**src/rtl/biphase_pkg.sv**
```systemverilog
package biphase_pkg;
  localparam int DATA_W      = 16;
  localparam int SYNC_HALVES = 6;
  localparam int SLOTS       = SYNC_HALVES + 2 * (DATA_W + 1);
  localparam int SLOT_W      = $clog2(SLOTS);
  localparam int IDX_W       = $clog2(DATA_W + 1);
  localparam int NUM_BUS     = 2;

  typedef struct packed {
    logic              chan;
    logic              cmd;
    logic [DATA_W-1:0] data;
  } word_t;
endpackage

```
**src/rtl/biphase_seq.sv**
```systemverilog
module biphase_seq
  import biphase_pkg::*;
#(
  parameter int CLKS_PER_HALF = 25
) (
  input  logic              clk,
  input  logic              rst_n,
  input  logic              load,
  output logic              active,
  output logic [SLOT_W-1:0] slot,
  output logic              word_end
);
  localparam int CNT_W = (CLKS_PER_HALF > 1) ? $clog2(CLKS_PER_HALF) : 1;
  localparam logic [CNT_W-1:0]  CNT_LAST  = CNT_W'(CLKS_PER_HALF - 1);
  localparam logic [SLOT_W-1:0] SLOT_LAST = SLOT_W'(SLOTS - 1);

  logic [CNT_W-1:0] half_cnt;
  logic             half_last;

  assign half_last = (half_cnt == CNT_LAST);
  assign word_end  = active && half_last && (slot == SLOT_LAST);

  always_ff @(posedge clk) begin
    if (!rst_n) begin
      active   <= 1'b0;
      half_cnt <= '0;
      slot     <= '0;
    end else if (load) begin
      active   <= 1'b1;
      half_cnt <= '0;
      slot     <= '0;
    end else if (active) begin
      if (half_last) begin
        half_cnt <= '0;
        if (slot == SLOT_LAST) begin
          active <= 1'b0;
          slot   <= '0;
        end else begin
          slot <= slot + 1'b1;
        end
      end else begin
        half_cnt <= half_cnt + 1'b1;
      end
    end
  end
endmodule

```
**src/rtl/biphase_frame.sv**
```systemverilog
module biphase_frame
  import biphase_pkg::*;
(
  input  logic              clk,
  input  logic              rst_n,
  input  logic              wr_valid,
  input  word_t             wr_word,
  input  logic              active,
  input  logic              word_end,
  input  logic [SLOT_W-1:0] slot,
  output logic              wr_ready,
  output logic              load,
  output logic              cur_chan,
  output logic              level
);
  word_t             hold_q;
  word_t             cur_q;
  logic              hold_full;
  logic              wr_fire;
  logic [DATA_W:0]   seq;
  logic [SLOT_W-1:0] rel;
  logic [IDX_W-1:0]  idx;

  assign wr_ready = !hold_full;
  assign wr_fire  = wr_valid && wr_ready;
  assign load     = hold_full && (!active || word_end);
  assign cur_chan = cur_q.chan;

  always_ff @(posedge clk) begin
    if (!rst_n) begin
      hold_full <= 1'b0;
      hold_q    <= '0;
      cur_q     <= '0;
    end else begin
      if (load) begin
        hold_full <= 1'b0;
        cur_q     <= hold_q;
      end else if (wr_fire) begin
        hold_full <= 1'b1;
        hold_q    <= wr_word;
      end
    end
  end

  // Order of bits on the line after the sync field: data MSB first, then parity.
  always_comb begin
    for (int k = 0; k < DATA_W; k++) seq[k] = cur_q.data[DATA_W-1-k];
    seq[DATA_W] = ~^cur_q.data;
  end

  assign rel = slot - SLOT_W'(SYNC_HALVES);
  assign idx = IDX_W'(rel >> 1);

  always_comb begin
    if (slot < SLOT_W'(SYNC_HALVES))
      level = (slot < SLOT_W'(SYNC_HALVES / 2)) ~^ cur_q.cmd;
    else
      level = seq[idx] ^ rel[0];
  end
endmodule

```
**src/rtl/biphase_line.sv**
```systemverilog
module biphase_line
  import biphase_pkg::*;
(
  input  logic               active,
  input  logic               level,
  input  logic               chan,
  input  logic [NUM_BUS-1:0] dis,
  output logic [NUM_BUS-1:0] pos,
  output logic [NUM_BUS-1:0] neg
);
  for (genvar ch = 0; ch < NUM_BUS; ch++) begin : g_pair
    logic en;
    assign en      = active && (chan == 1'(ch)) && !dis[ch];
    assign pos[ch] = en & level;
    assign neg[ch] = en & ~level;
  end
endmodule

```
**src/rtl/biphase_tx.sv**
```systemverilog
module biphase_tx
  import biphase_pkg::*;
#(
  parameter int CLKS_PER_HALF = 25
) (
  input  logic              clk,
  input  logic              rst_n,
  input  logic              wr_valid,
  output logic              wr_ready,
  input  logic [DATA_W-1:0] wr_data,
  input  logic              wr_chan_b,
  input  logic              wr_cmd_sync,
  input  logic              dis_a,
  input  logic              dis_b,
  output logic              send_ready,
  output logic              bus_a_p,
  output logic              bus_a_n,
  output logic              bus_b_p,
  output logic              bus_b_n
);
  word_t              wr_word;
  logic               load;
  logic               active;
  logic               word_end;
  logic [SLOT_W-1:0]  slot;
  logic               cur_chan;
  logic               level;
  logic [NUM_BUS-1:0] pos;
  logic [NUM_BUS-1:0] neg;

  assign wr_word = '{chan: wr_chan_b, cmd: wr_cmd_sync, data: wr_data};

  biphase_seq #(.CLKS_PER_HALF(CLKS_PER_HALF)) u_seq (
    .clk(clk), .rst_n(rst_n), .load(load),
    .active(active), .slot(slot), .word_end(word_end)
  );

  biphase_frame u_frame (
    .clk(clk), .rst_n(rst_n), .wr_valid(wr_valid), .wr_word(wr_word),
    .active(active), .word_end(word_end), .slot(slot),
    .wr_ready(wr_ready), .load(load), .cur_chan(cur_chan), .level(level)
  );

  biphase_line u_line (
    .active(active), .level(level), .chan(cur_chan),
    .dis({dis_b, dis_a}), .pos(pos), .neg(neg)
  );

  assign send_ready = active && wr_ready;
  assign bus_a_p    = pos[0];
  assign bus_a_n    = neg[0];
  assign bus_b_p    = pos[1];
  assign bus_b_n    = neg[1];
endmodule

```
**config.mk**
```make
export PLATFORM = sky130hd
export DESIGN_NAME = biphase_tx
export DESIGN_NICKNAME = d
export VERILOG_FILES = /design/src/rtl/biphase_pkg.sv /design/src/rtl/biphase_seq.sv /design/src/rtl/biphase_frame.sv /design/src/rtl/biphase_line.sv /design/src/rtl/biphase_tx.sv
export SDC_FILE = /design/constraint.sdc
export NUM_CORES = 1
export LEC_CHECK = 0
export BUFFER_PORTS_ARGS = -buffer_cell sky130_fd_sc_hd__clkbuf_2
export CAP_MARGIN = 30
export CORE_ASPECT_RATIO = 0.7
export CORE_MARGIN = 2
export CORE_UTILIZATION = 45
export DETAILED_ROUTE_END_ITERATION = 6
export GPL_ROUTABILITY_DRIVEN = 0
export GPL_TIMING_DRIVEN = 0
export PLACE_DENSITY = 0.67
export SLEW_MARGIN = 20
export SYNTH_ARGS = -nofsm -noshare
export SYNTH_HDL_FRONTEND = slang
export SYNTH_SLANG_ARGS = --single-unit
```
**constraint.sdc**
```tcl
create_clock -name clk -period 2.35 [get_ports clk]
set_input_delay 0.3525 -clock clk [delete_from_list [all_inputs] [get_ports clk]]
set_output_delay 0.3525 -clock clk [all_outputs]
set_load 0.01 [all_outputs]
```
==> impl_metrics.json, run 1 <==
{
  "status": "finished, violations left",
  "violations": "negative setup slack",
  "synth_top_area_cell": "dfxtp_1",
  "slowest_delay_ps": 490,
  "path_class": "register to output port",
  "ys_ff_latch": 49,
  "synth_flop_cell": "dfxtp_1",
  "hp-class": "input port to register",
  "irDropWorstVdd_mv": 0.289,
  "antenna_found_initial": 0,
  "yosys.area.top_type_share_pct": 40.0,
  "slowest_stage": "mux4_2",
  "overflow": 0,
  "slew_headroom_pct": 68.1,
  "use_met2_pct": 26.8,
  "syn_avg_cell_area_um2": 8.55,
  "top_usage_layer": "met2",
  "std_cell_rows": 22,
  "drv_slew": 0,
  "synthMuxAreaShare_pct": 4.84,
  "dp_hpwl_um": 3630,
  "synthAdderAreaFrac_pct": 2.04,
  "nNetsFinal": 354,
  "p_per_area_mw_per_mm2": 530,
  "synth_edf_count": 0,
  "critPathCaptureType": "output port",
  "worstPathCellList": "buf_8, mux4_2, mux2_4, nand3_2, o21ai_2, a22oi_2, o211a_4, nor4b_4, buf_2",
  "syn2layout_area_growth_pct": 17.2,
  "core_mm2": 0.00526,
  "drc": 0,
  "cap_violations": 0,
  "grt_pass1_wl_um": 8580,
  "track_usage_pct": 17.9,
  "cp-start-kind": "register",
  "vias_per_cell": 4.86,
  "synth_fp_nets": 314,
  "synth_compound_area_share_pct": 16.0,
  "cp_max_fo": 4,
  "finalHoldViolations": 0,
  "syn-cell-area_mm2": 0.00245,
  "synth_top_family_by_area": "simple AND/OR/NAND/NOR gates",
  "crit_required_ps": 2000,
  "path_buf_inv": 2,
  "stdcell_count": 400,
  "path_clk_slew_ps": 90,
  "worst_pin_slew_ps": 477,
  "synth_area_leaders": "dfxtp_1 (40%), nand2_1 (13%), a21boi_0 (11%)",
  "cts_buffer_depth": 2,
  "cts_tree": "done",
  "antenna_left": 0,
  "grtUsageMet1_pct": 26.3,
  "h-tree-depth": 2,
  "synth_async_sr_flop_share_pct": 0,
  "use_met3_pct": 3.99,
  "initial_core_util_pct": 46.7,
  "setup_violations": 4,
  "drt_iter0_drc": 108,
  "fmax_ghz": 0.361,
  "grt_max_degree": 15,
  "clkSinkCount": 49,
  "p_leak_nw": 1.08,
  "drt_wl_total_um": 4930,
  "period_minus_slack_ps": 2770,
  "worst_slack_ps": -422,
  "yosysUniqueCellTypes": 44,
  "grt_pass1_vias": 1780,
  "cts_made_buffers": 5,
  "yosysSeqAreaShare_pct": 40.0,
  "yosys.area_share.simple_pct": 23.0,
  "final.setup_skew_ps": 3.40,
  "fin_crit_sh_pct": 118,
  "worstPathArrival_ps": 2420,
  "synth_xor_area_share_pct": 10.3,
  "num_io_pins": 29,
  "drive_gt1_share_pct": 18.9,
  "diodes": 0,
  "layout_common_cells": "nand2_1 (86), dfxtp_1 (48), a21boi_0 (36)",
  "crit_family": "multiplexers",
  "preCtsSetupSlack_ps": -256,
  "die_w_um": 92.3,
  "synthCells": 287,
  "dr.pass1.iters": 4,
  "power_mw": 1.52,
  "dieHeight_um": 65.8,
  "wl_per_cell_um": 12.3,
  "dp.cells": 387,
  "yosys_warnings": 0,
  "grt_setup_unrepaired": "yes",
  "insertion_delay_ps": 300,
  "die_area_mm2": 0.00607,
  "clockRootBuffer": "clkbuf_8",
  "ctsHoldBuffers": 0,
  "via_count": 1945,
  "final_common_cell": "nand2_1",
  "portBuffers": 28
}
[sequential cells by signal (all words and copies together) (netlist names)]
register / cells
u_frame.cur_chan: 1
u_frame.cur_q: 17
u_frame.hold_full: 1
u_frame.hold_q: 18
u_seq.active: 1
u_seq.half_cnt: 5
u_seq.slot: 6
[worst paths after layout]
| kind | startpoint | to | slack, ps | cells after the start |
|---|---|---|---|---|
| worst min register to register | u_frame.hold_q[5]$_SDFFE_PN0P_ | u_frame.hold_q[5]$_SDFFE_PN0P_ | 470 | 2 |
| worst min-delay path | wr_data[6] | u_frame.hold_q[6]$_SDFFE_PN0P_ | 270 | 3 |
| worst max-delay path | u_seq.slot[1]$_SDFFE_PP0N_ | bus_a_n | -420 | 9 |
| worst max register to register | u_seq.slot[0]$_SDFFE_PP0N_ | u_seq.slot[0]$_SDFFE_PP0N_ | 40 | 7 |
[synth_stat cells (4+ instances only)]
library cell   n
nand2_1       86
xor2_1         9
inv_1          4
nor2_1        15
a21oi_1        4
xnor2_1       18
clkbuf_1      12
dfxtp_1       49
a21boi_0      36
ha_1           4
[routing by layer]
metal  wire length [um]  part of all wire, %
met1               2730                   55
met2               2030                   41
met3                143                  2.9
met4                 31                 0.63
met5                  0                    0
[cell families after synthesis]
family,Yosys count
flops,49
buf+inv,21
simple gates,126
compound gates,52
mux,7
xor+xnor,28
fa+ha+maj,4
[per-stage QoR]
step	hold slack [ps]	utilization [%]	TNS [ps]	area [um^2]
2_1_floorplan	441	-	0	2490
5_1_grt	284	54.7	-2620	2880
3_5_place_dp	457	51.7	-744	2720
3_3_place_gp	453	51.7	-761	2720
4_1_cts	268	54.5	-1630	2870
6_report	272	54.7	-1520	2880
[where the power goes]
| part | internal, mW | switching, mW | total [mW] |
|---|---|---|---|
| clock | 0.211 | 0.277 | 0.489 |
| sequential | 0.857 | 0.0198 | 0.877 |
| combinational | 0.0695 | 0.0896 | 0.159 |
[what timing repair did]
item                                    4_1_cts  5_1_grt
resized for setup                             7        9
setup buffers                                 5        0
pin swaps                                     2        2
endpoints found under the setup margin        4       26
[worst reg2reg max path, cell delays in order, from the launching register on]
cell and delay [ps]:
dfxtp_1 390, ha_1 280, and3_1 220, a31oi_1 430, nand2b_1 220, clkbuf_1 350
nand2_1 210, a21oi_1 160
[final cells by class]
type	count	area (um^2)
Buffer	17	85.1
Clock buffer	7	76.3
Clock inverter	1	7.51
Fill cell	494	2380
Inverter	4	15.0
Multi-Input combinational cell	217	1440
Sequential cell	49	985
Tap cell	72	90.1
Timing Repair Buffer	33	181
No activity file was read; power rests on OpenSTA's default activity.
==> inputs of run 2 (changes only) <==
--- a/config.mk
+++ b/config.mk
@@ -14,6 +14,7 @@
 export GPL_ROUTABILITY_DRIVEN = 0
 export GPL_TIMING_DRIVEN = 0
 export PLACE_DENSITY = 0.67
+export SKIP_LAST_GASP = 1
 export SLEW_MARGIN = 20
 export SYNTH_ARGS = -nofsm -noshare
 export SYNTH_HDL_FRONTEND = slang
==> impl_metrics.json, run 2 (same netlist as run 1, synthesis figures left out) <==
{
  "hp-class": "input port to register",
  "track_usage_pct": 17.9,
  "cp_max_fo": 4,
  "top_regs": "u_frame.hold_q: 18 flops, u_frame.cur_q: 17 flops, u_seq.slot: 6 flops",
  "nNetsFinal": 354,
  "period_minus_slack_ps": 2780,
  "dr.pass1.iters": 4,
  "multi_input_area_mm2": 0.00144,
  "crit_required_ps": 2000,
  "antenna_found_initial": 0,
  "drive_gt1_share_pct": 18.9,
  "violations": "negative setup slack",
  "h-tree-depth": 2,
  "fill_cells": 494,
  "vias_per_cell": 4.86,
  "drt_wl_total_um": 4930,
  "cts_buffer_depth": 2,
  "core_mm2": 0.00526,
  "power_mw": 1.52,
  "dp_hpwl_um": 3630,
  "via_count": 1945,
  "largest_reg_flops": 18,
  "wl_per_cell_um": 12.3,
  "dieHeight_um": 65.8,
  "status": "finished, violations left",
  "final_area_mm2": 0.00288,
  "fmax_ghz": 0.360,
  "grt_pass1_wl_um": 8580,
  "clockRootBuffer": "clkbuf_8",
  "initial_core_util_pct": 46.7,
  "p_leak_nw": 1.08,
  "critPathCaptureType": "output port",
  "regArea_um2": 985,
  "std_cell_rows": 22,
  "worstPathArrival_ps": 2430,
  "r2r_setup_slack_ps": 40,
  "ctsHoldBuffers": 0,
  "clkSinkCount": 49,
  "final_common_cell": "nand2_1",
  "cap_violations": 0,
  "path_class": "register to output port",
  "grt_setup_unrepaired": "yes",
  "irDropWorstVdd_mv": 0.289,
  "drc": 0,
  "grt_max_degree": 15,
  "regMostFlops": "u_frame.hold_q",
  "overflow": 0,
  "path_clk_slew_ps": 90,
  "final.setup_skew_ps": 3.40,
  "syn2layout_area_growth_pct": 17.2,
  "cts_tree": "done",
  "grt_pass1_vias": 1780,
  "p_per_area_mw_per_mm2": 530,
  "diodes": 0,
  "antenna_left": 0,
  "die_w_um": 92.3,
  "cp-start-kind": "register",
  "insertion_delay_ps": 300,
  "whs_ps": 272,
  "portBuffers": 28,
  "worst_pin_slew_ps": 477,
  "fin_crit_sh_pct": 118,
  "place_area_mm2": 0.00272,
  "drt_iter0_drc": 108,
  "finalHoldViolations": 0,
  "setup_violations": 4,
  "drv_slew": 0,
  "layout_common_cells": "nand2_1 (86), dfxtp_1 (48), a21boi_0 (36)",
  "worst_slack_ps": -429,
  "num_io_pins": 29,
  "cts_made_buffers": 5,
  "slew_headroom_pct": 68.1,
  "die_area_mm2": 0.00607
}
-- run 2: changes by cell type in the layout (fill, tap and decap cells not counted) --
cell	change
clkbuf_2	+1
buf_2	-1
-- run 2: report_power, final --
part	internal, mW	switching (mW)
sequential	0.857	0.0198
clock	0.211	0.277
combinational	0.0695	0.0896
-- run 2: final timing paths --
kind                                  start                              to  depth (start not counted)
min reg2reg  u_frame.hold_q[5]$_SDFFE_PN0P_  u_frame.hold_q[5]$_SDFFE_PN0P_                          2
min                              wr_data[6]  u_frame.hold_q[6]$_SDFFE_PN0P_                          3
max              u_seq.slot[1]$_SDFFE_PP0N_                         bus_a_n                          9
max reg2reg      u_seq.slot[0]$_SDFFE_PP0N_      u_seq.slot[0]$_SDFFE_PP0N_                          7
-- run 2: layout make-up --
cell class,instances,area share (%)
Multi-Input combinational cell,217,49.9
Timing Repair Buffer,33,6.31
Inverter,4,0.522
Sequential cell,49,34.2
Clock inverter,1,0.261
Buffer,17,2.96
Tap cell,72,3.13
Clock buffer,7,2.65
-- run 2: what timing repair did --
item                                    4_1_cts  5_1_grt
endpoints found under the hold margin         0        0
setup buffers                                 5        0
pin swaps                                     2        2
endpoints found under the setup margin        4       26
gates resized for setup                       7        8
-- run 2: through the flow --
stage	cells	TNS (ps)	worst slack (ps)	util (%)
after global routing	400	-2630	-523	54.7
after detailed placement	387	-744	-256	51.7
after floorplan	287	0	50.1	-
after CTS	400	-1630	-460	54.5
final	400	-1530	-429	54.7
after global placement	387	-761	-255	51.7
-- run 2: worst max-delay path: stages, from the launching register on --
cell and delay (ps):
dfxtp_4 400, buf_8 110, mux4_2 490, mux2_4 280
nand3_2 90, o21ai_2 60, a22oi_2 130, o211a_4 220
nor4b_4 190, clkbuf_2 160
-- run 2: metal layers --
metal / global-route usage (%) / up-vias / routed length, um
li1: - / 1032 / -
met1: 26.3 / 884 / 2730
met2: 26.8 / 23 / 2030
met3: 3.99 / 6 / 143
met4: 4.10 / 0 / 31
met5: 0 / - / 0
==> inputs of run 3 (changes only) <==
==> constraint.sdc (replaced) <==
create_clock -name clk -period 2.4 [get_ports clk]
set_input_delay 0.36 -clock clk [delete_from_list [all_inputs] [get_ports clk]]
set_output_delay 0.36 -clock clk [all_outputs]
set_load 0.01 [all_outputs]
==> impl_metrics.json, run 3 (same netlist as run 1, synthesis figures left out) <==
{
  "critPathCaptureType": "output port",
  "drt_wl_total_um": 4900,
  "internal_power_mw": 1.17,
  "final_area_mm2": 0.00292,
  "drt_iter0_drc": 72,
  "grt_setup_unrepaired": "yes",
  "drc": 0,
  "crit_required_ps": 2040,
  "drv_slew": 0,
  "path_class": "register to output port",
  "slew_headroom_pct": 67.7,
  "power_mw": 1.57,
  "dp.cells": 387,
  "portBuffers": 28,
  "fin_crit_sh_pct": 116,
  "syn2layout_area_growth_pct": 18.9,
  "slowest_stage": "dfxtp_4",
  "vias_per_cell": 4.84,
  "hold_depth": 3,
  "stdcell_count": 401,
  "seqPwrFrac_pct": 54.9,
  "clkPwrFrac_pct": 35.1,
  "final.setup_skew_ps": 5.32,
  "fmax_ghz": 0.358,
  "sw_frac_of_total_pct": 25.0,
  "cp_max_fo": 4,
  "period_minus_slack_ps": 2800,
  "die_w_um": 92.3,
  "violations": "negative setup slack",
  "track_usage_pct": 17.9,
  "clkSinkCount": 49,
  "final_common_cell": "nand2_1",
  "cts_buffer_depth": 2,
  "diodes": 0,
  "nNetsFinal": 355,
  "p_leak_nw": 1.12,
  "num_io_pins": 29,
  "p_per_area_mw_per_mm2": 537,
  "std_cell_rows": 22,
  "post-route-util_pct": 55.5,
  "cap_violations": 0,
  "initial_core_util_pct": 46.7,
  "place_area_mm2": 0.00272,
  "whs_ps": 272,
  "grt_max_degree": 16,
  "drive_gt1_share_pct": 20.7,
  "cts_made_buffers": 5,
  "preCtsSetupSlack_ps": -295,
  "h-tree-depth": 2,
  "worst_pin_slew_ps": 482,
  "die_area_mm2": 0.00607,
  "r2r-start": "u_seq.slot[0]$_SDFFE_PP0N_",
  "grt_pass1_wl_um": 8400,
  "clockRootBuffer": "clkbuf_8",
  "core_mm2": 0.00526,
  "via_count": 1941,
  "wl_per_cell_um": 12.2,
  "ff2ff_path_depth": 7,
  "cp-start-kind": "register",
  "irDropWorstVdd_mv": 0.307,
  "finalHoldViolations": 0,
  "dieHeight_um": 65.8,
  "antenna_found_initial": 0,
  "largest_reg_flops": 18,
  "worst_slack_ps": -396,
  "r2r_setup_slack_ps": 250,
  "ctsHoldBuffers": 0,
  "combPwrFrac_pct": 10.0,
  "min_to": "u_frame.hold_q[6]$_SDFFE_PN0P_",
  "setup_violations": 4,
  "insertion_delay_ps": 310,
  "cts_tree": "done",
  "antenna_left": 0,
  "path_clk_slew_ps": 90,
  "min-delay-start": "wr_data[6]",
  "layout_common_cells": "nand2_1 (86), dfxtp_1 (48), a21boi_0 (36)",
  "status": "finished, violations left",
  "r2r_end": "u_seq.slot[5]$_SDFFE_PP0N_",
  "tns_ps": -1430,
  "hp-class": "input port to register",
  "power_switching_uw": 391,
  "worstPathCellList": "ha_4, xor2_4, buf_6, mux4_2, nor2_4, o21ai_2, a22oi_2, o211a_4, nor4b_4, buf_2",
  "overflow": 0,
  "dr.pass1.iters": 4,
  "worstPathArrival_ps": 2440,
  "dp_hpwl_um": 3620,
  "regMostFlops": "u_frame.hold_q",
  "top_regs": "u_frame.hold_q: 18 flops, u_frame.cur_q: 17 flops, u_seq.slot: 6 flops",
  "grt_pass1_vias": 1755,
  "slowest_delay_ps": 400
}
[run 3: cell count changes in the layout (fill, tap and decap cells not counted), sizes merged]
cell,previous run,this run
clkbuf,45,44
inv,4,5
clkinvlp,1,0
buf,12,14
[run 3: worst max path at each step]
stage / start / endpoint / slack [ps]
6_report: u_seq.slot[1]$_SDFFE_PP0N_ / bus_a_n / -400
3_5_place_dp: u_seq.slot[1]$_SDFFE_PP0N_ / bus_a_n / -290
3_3_place_gp: u_seq.slot[1]$_SDFFE_PP0N_ / bus_a_n / -300
5_1_grt: u_seq.slot[1]$_SDFFE_PP0N_ / bus_a_n / -520
4_1_cts: u_seq.slot[1]$_SDFFE_PP0N_ / bus_a_n / -430
2_1_floorplan: u_seq.slot[1]$_SDFFE_PP0N_ / bus_a_n / 20
[run 3: layout make-up]
class / instances / area [um^2]
plain buffers: 17 / 86.3
clock buffers: 7 / 96.3
clock inverters: 1 / 8.76
fillers: 507 / 2340
inverters: 4 / 15.0
multi-input cells: 217 / 1450
flip-flops and latches: 49 / 985
well taps: 72 / 90.1
repair buffers: 34 / 189
[run 3: timing repair]
action,in CTS,in global routing
endpoints found under the hold margin,0,0
buffers inserted,6,0
pin swaps,2,2
resized for setup,11,12
gates cloned,0,0
endpoints found under the setup margin,4,21
[run 3: power groups by stage]
stage	clock, mW	sequential, mW	combinational [mW]
2_1_floorplan	0	0.874	0.107
3_3_place_gp	0	0.879	0.153
3_5_place_dp	0	0.879	0.156
4_1_cts	0.565	0.859	0.157
5_1_grt	0.600	0.864	0.179
6_report	0.549	0.859	0.157
[run 3: critical path: cells and delay by family, from the launching register on]
kind	cells	cell delay, ps
AO/OA/AOI/OAI	3	420
XOR/XNOR	1	230
adder cells (fa/ha/maj)	1	170
buffers and inverters	2	290
flip-flops	1	400
multiplexers	1	310
AND/OR/NAND/NOR	2	300
[run 3: per-layer routing]
metal  track usage, %  share of wire [%]  vias to the layer above
li1                 -                  -                     1033
met1             25.6                 56                      878
met2             26.3                 39                       23
met3             4.10                3.1                        7
met4             6.72                1.6                        0
met5                0                  0                        -
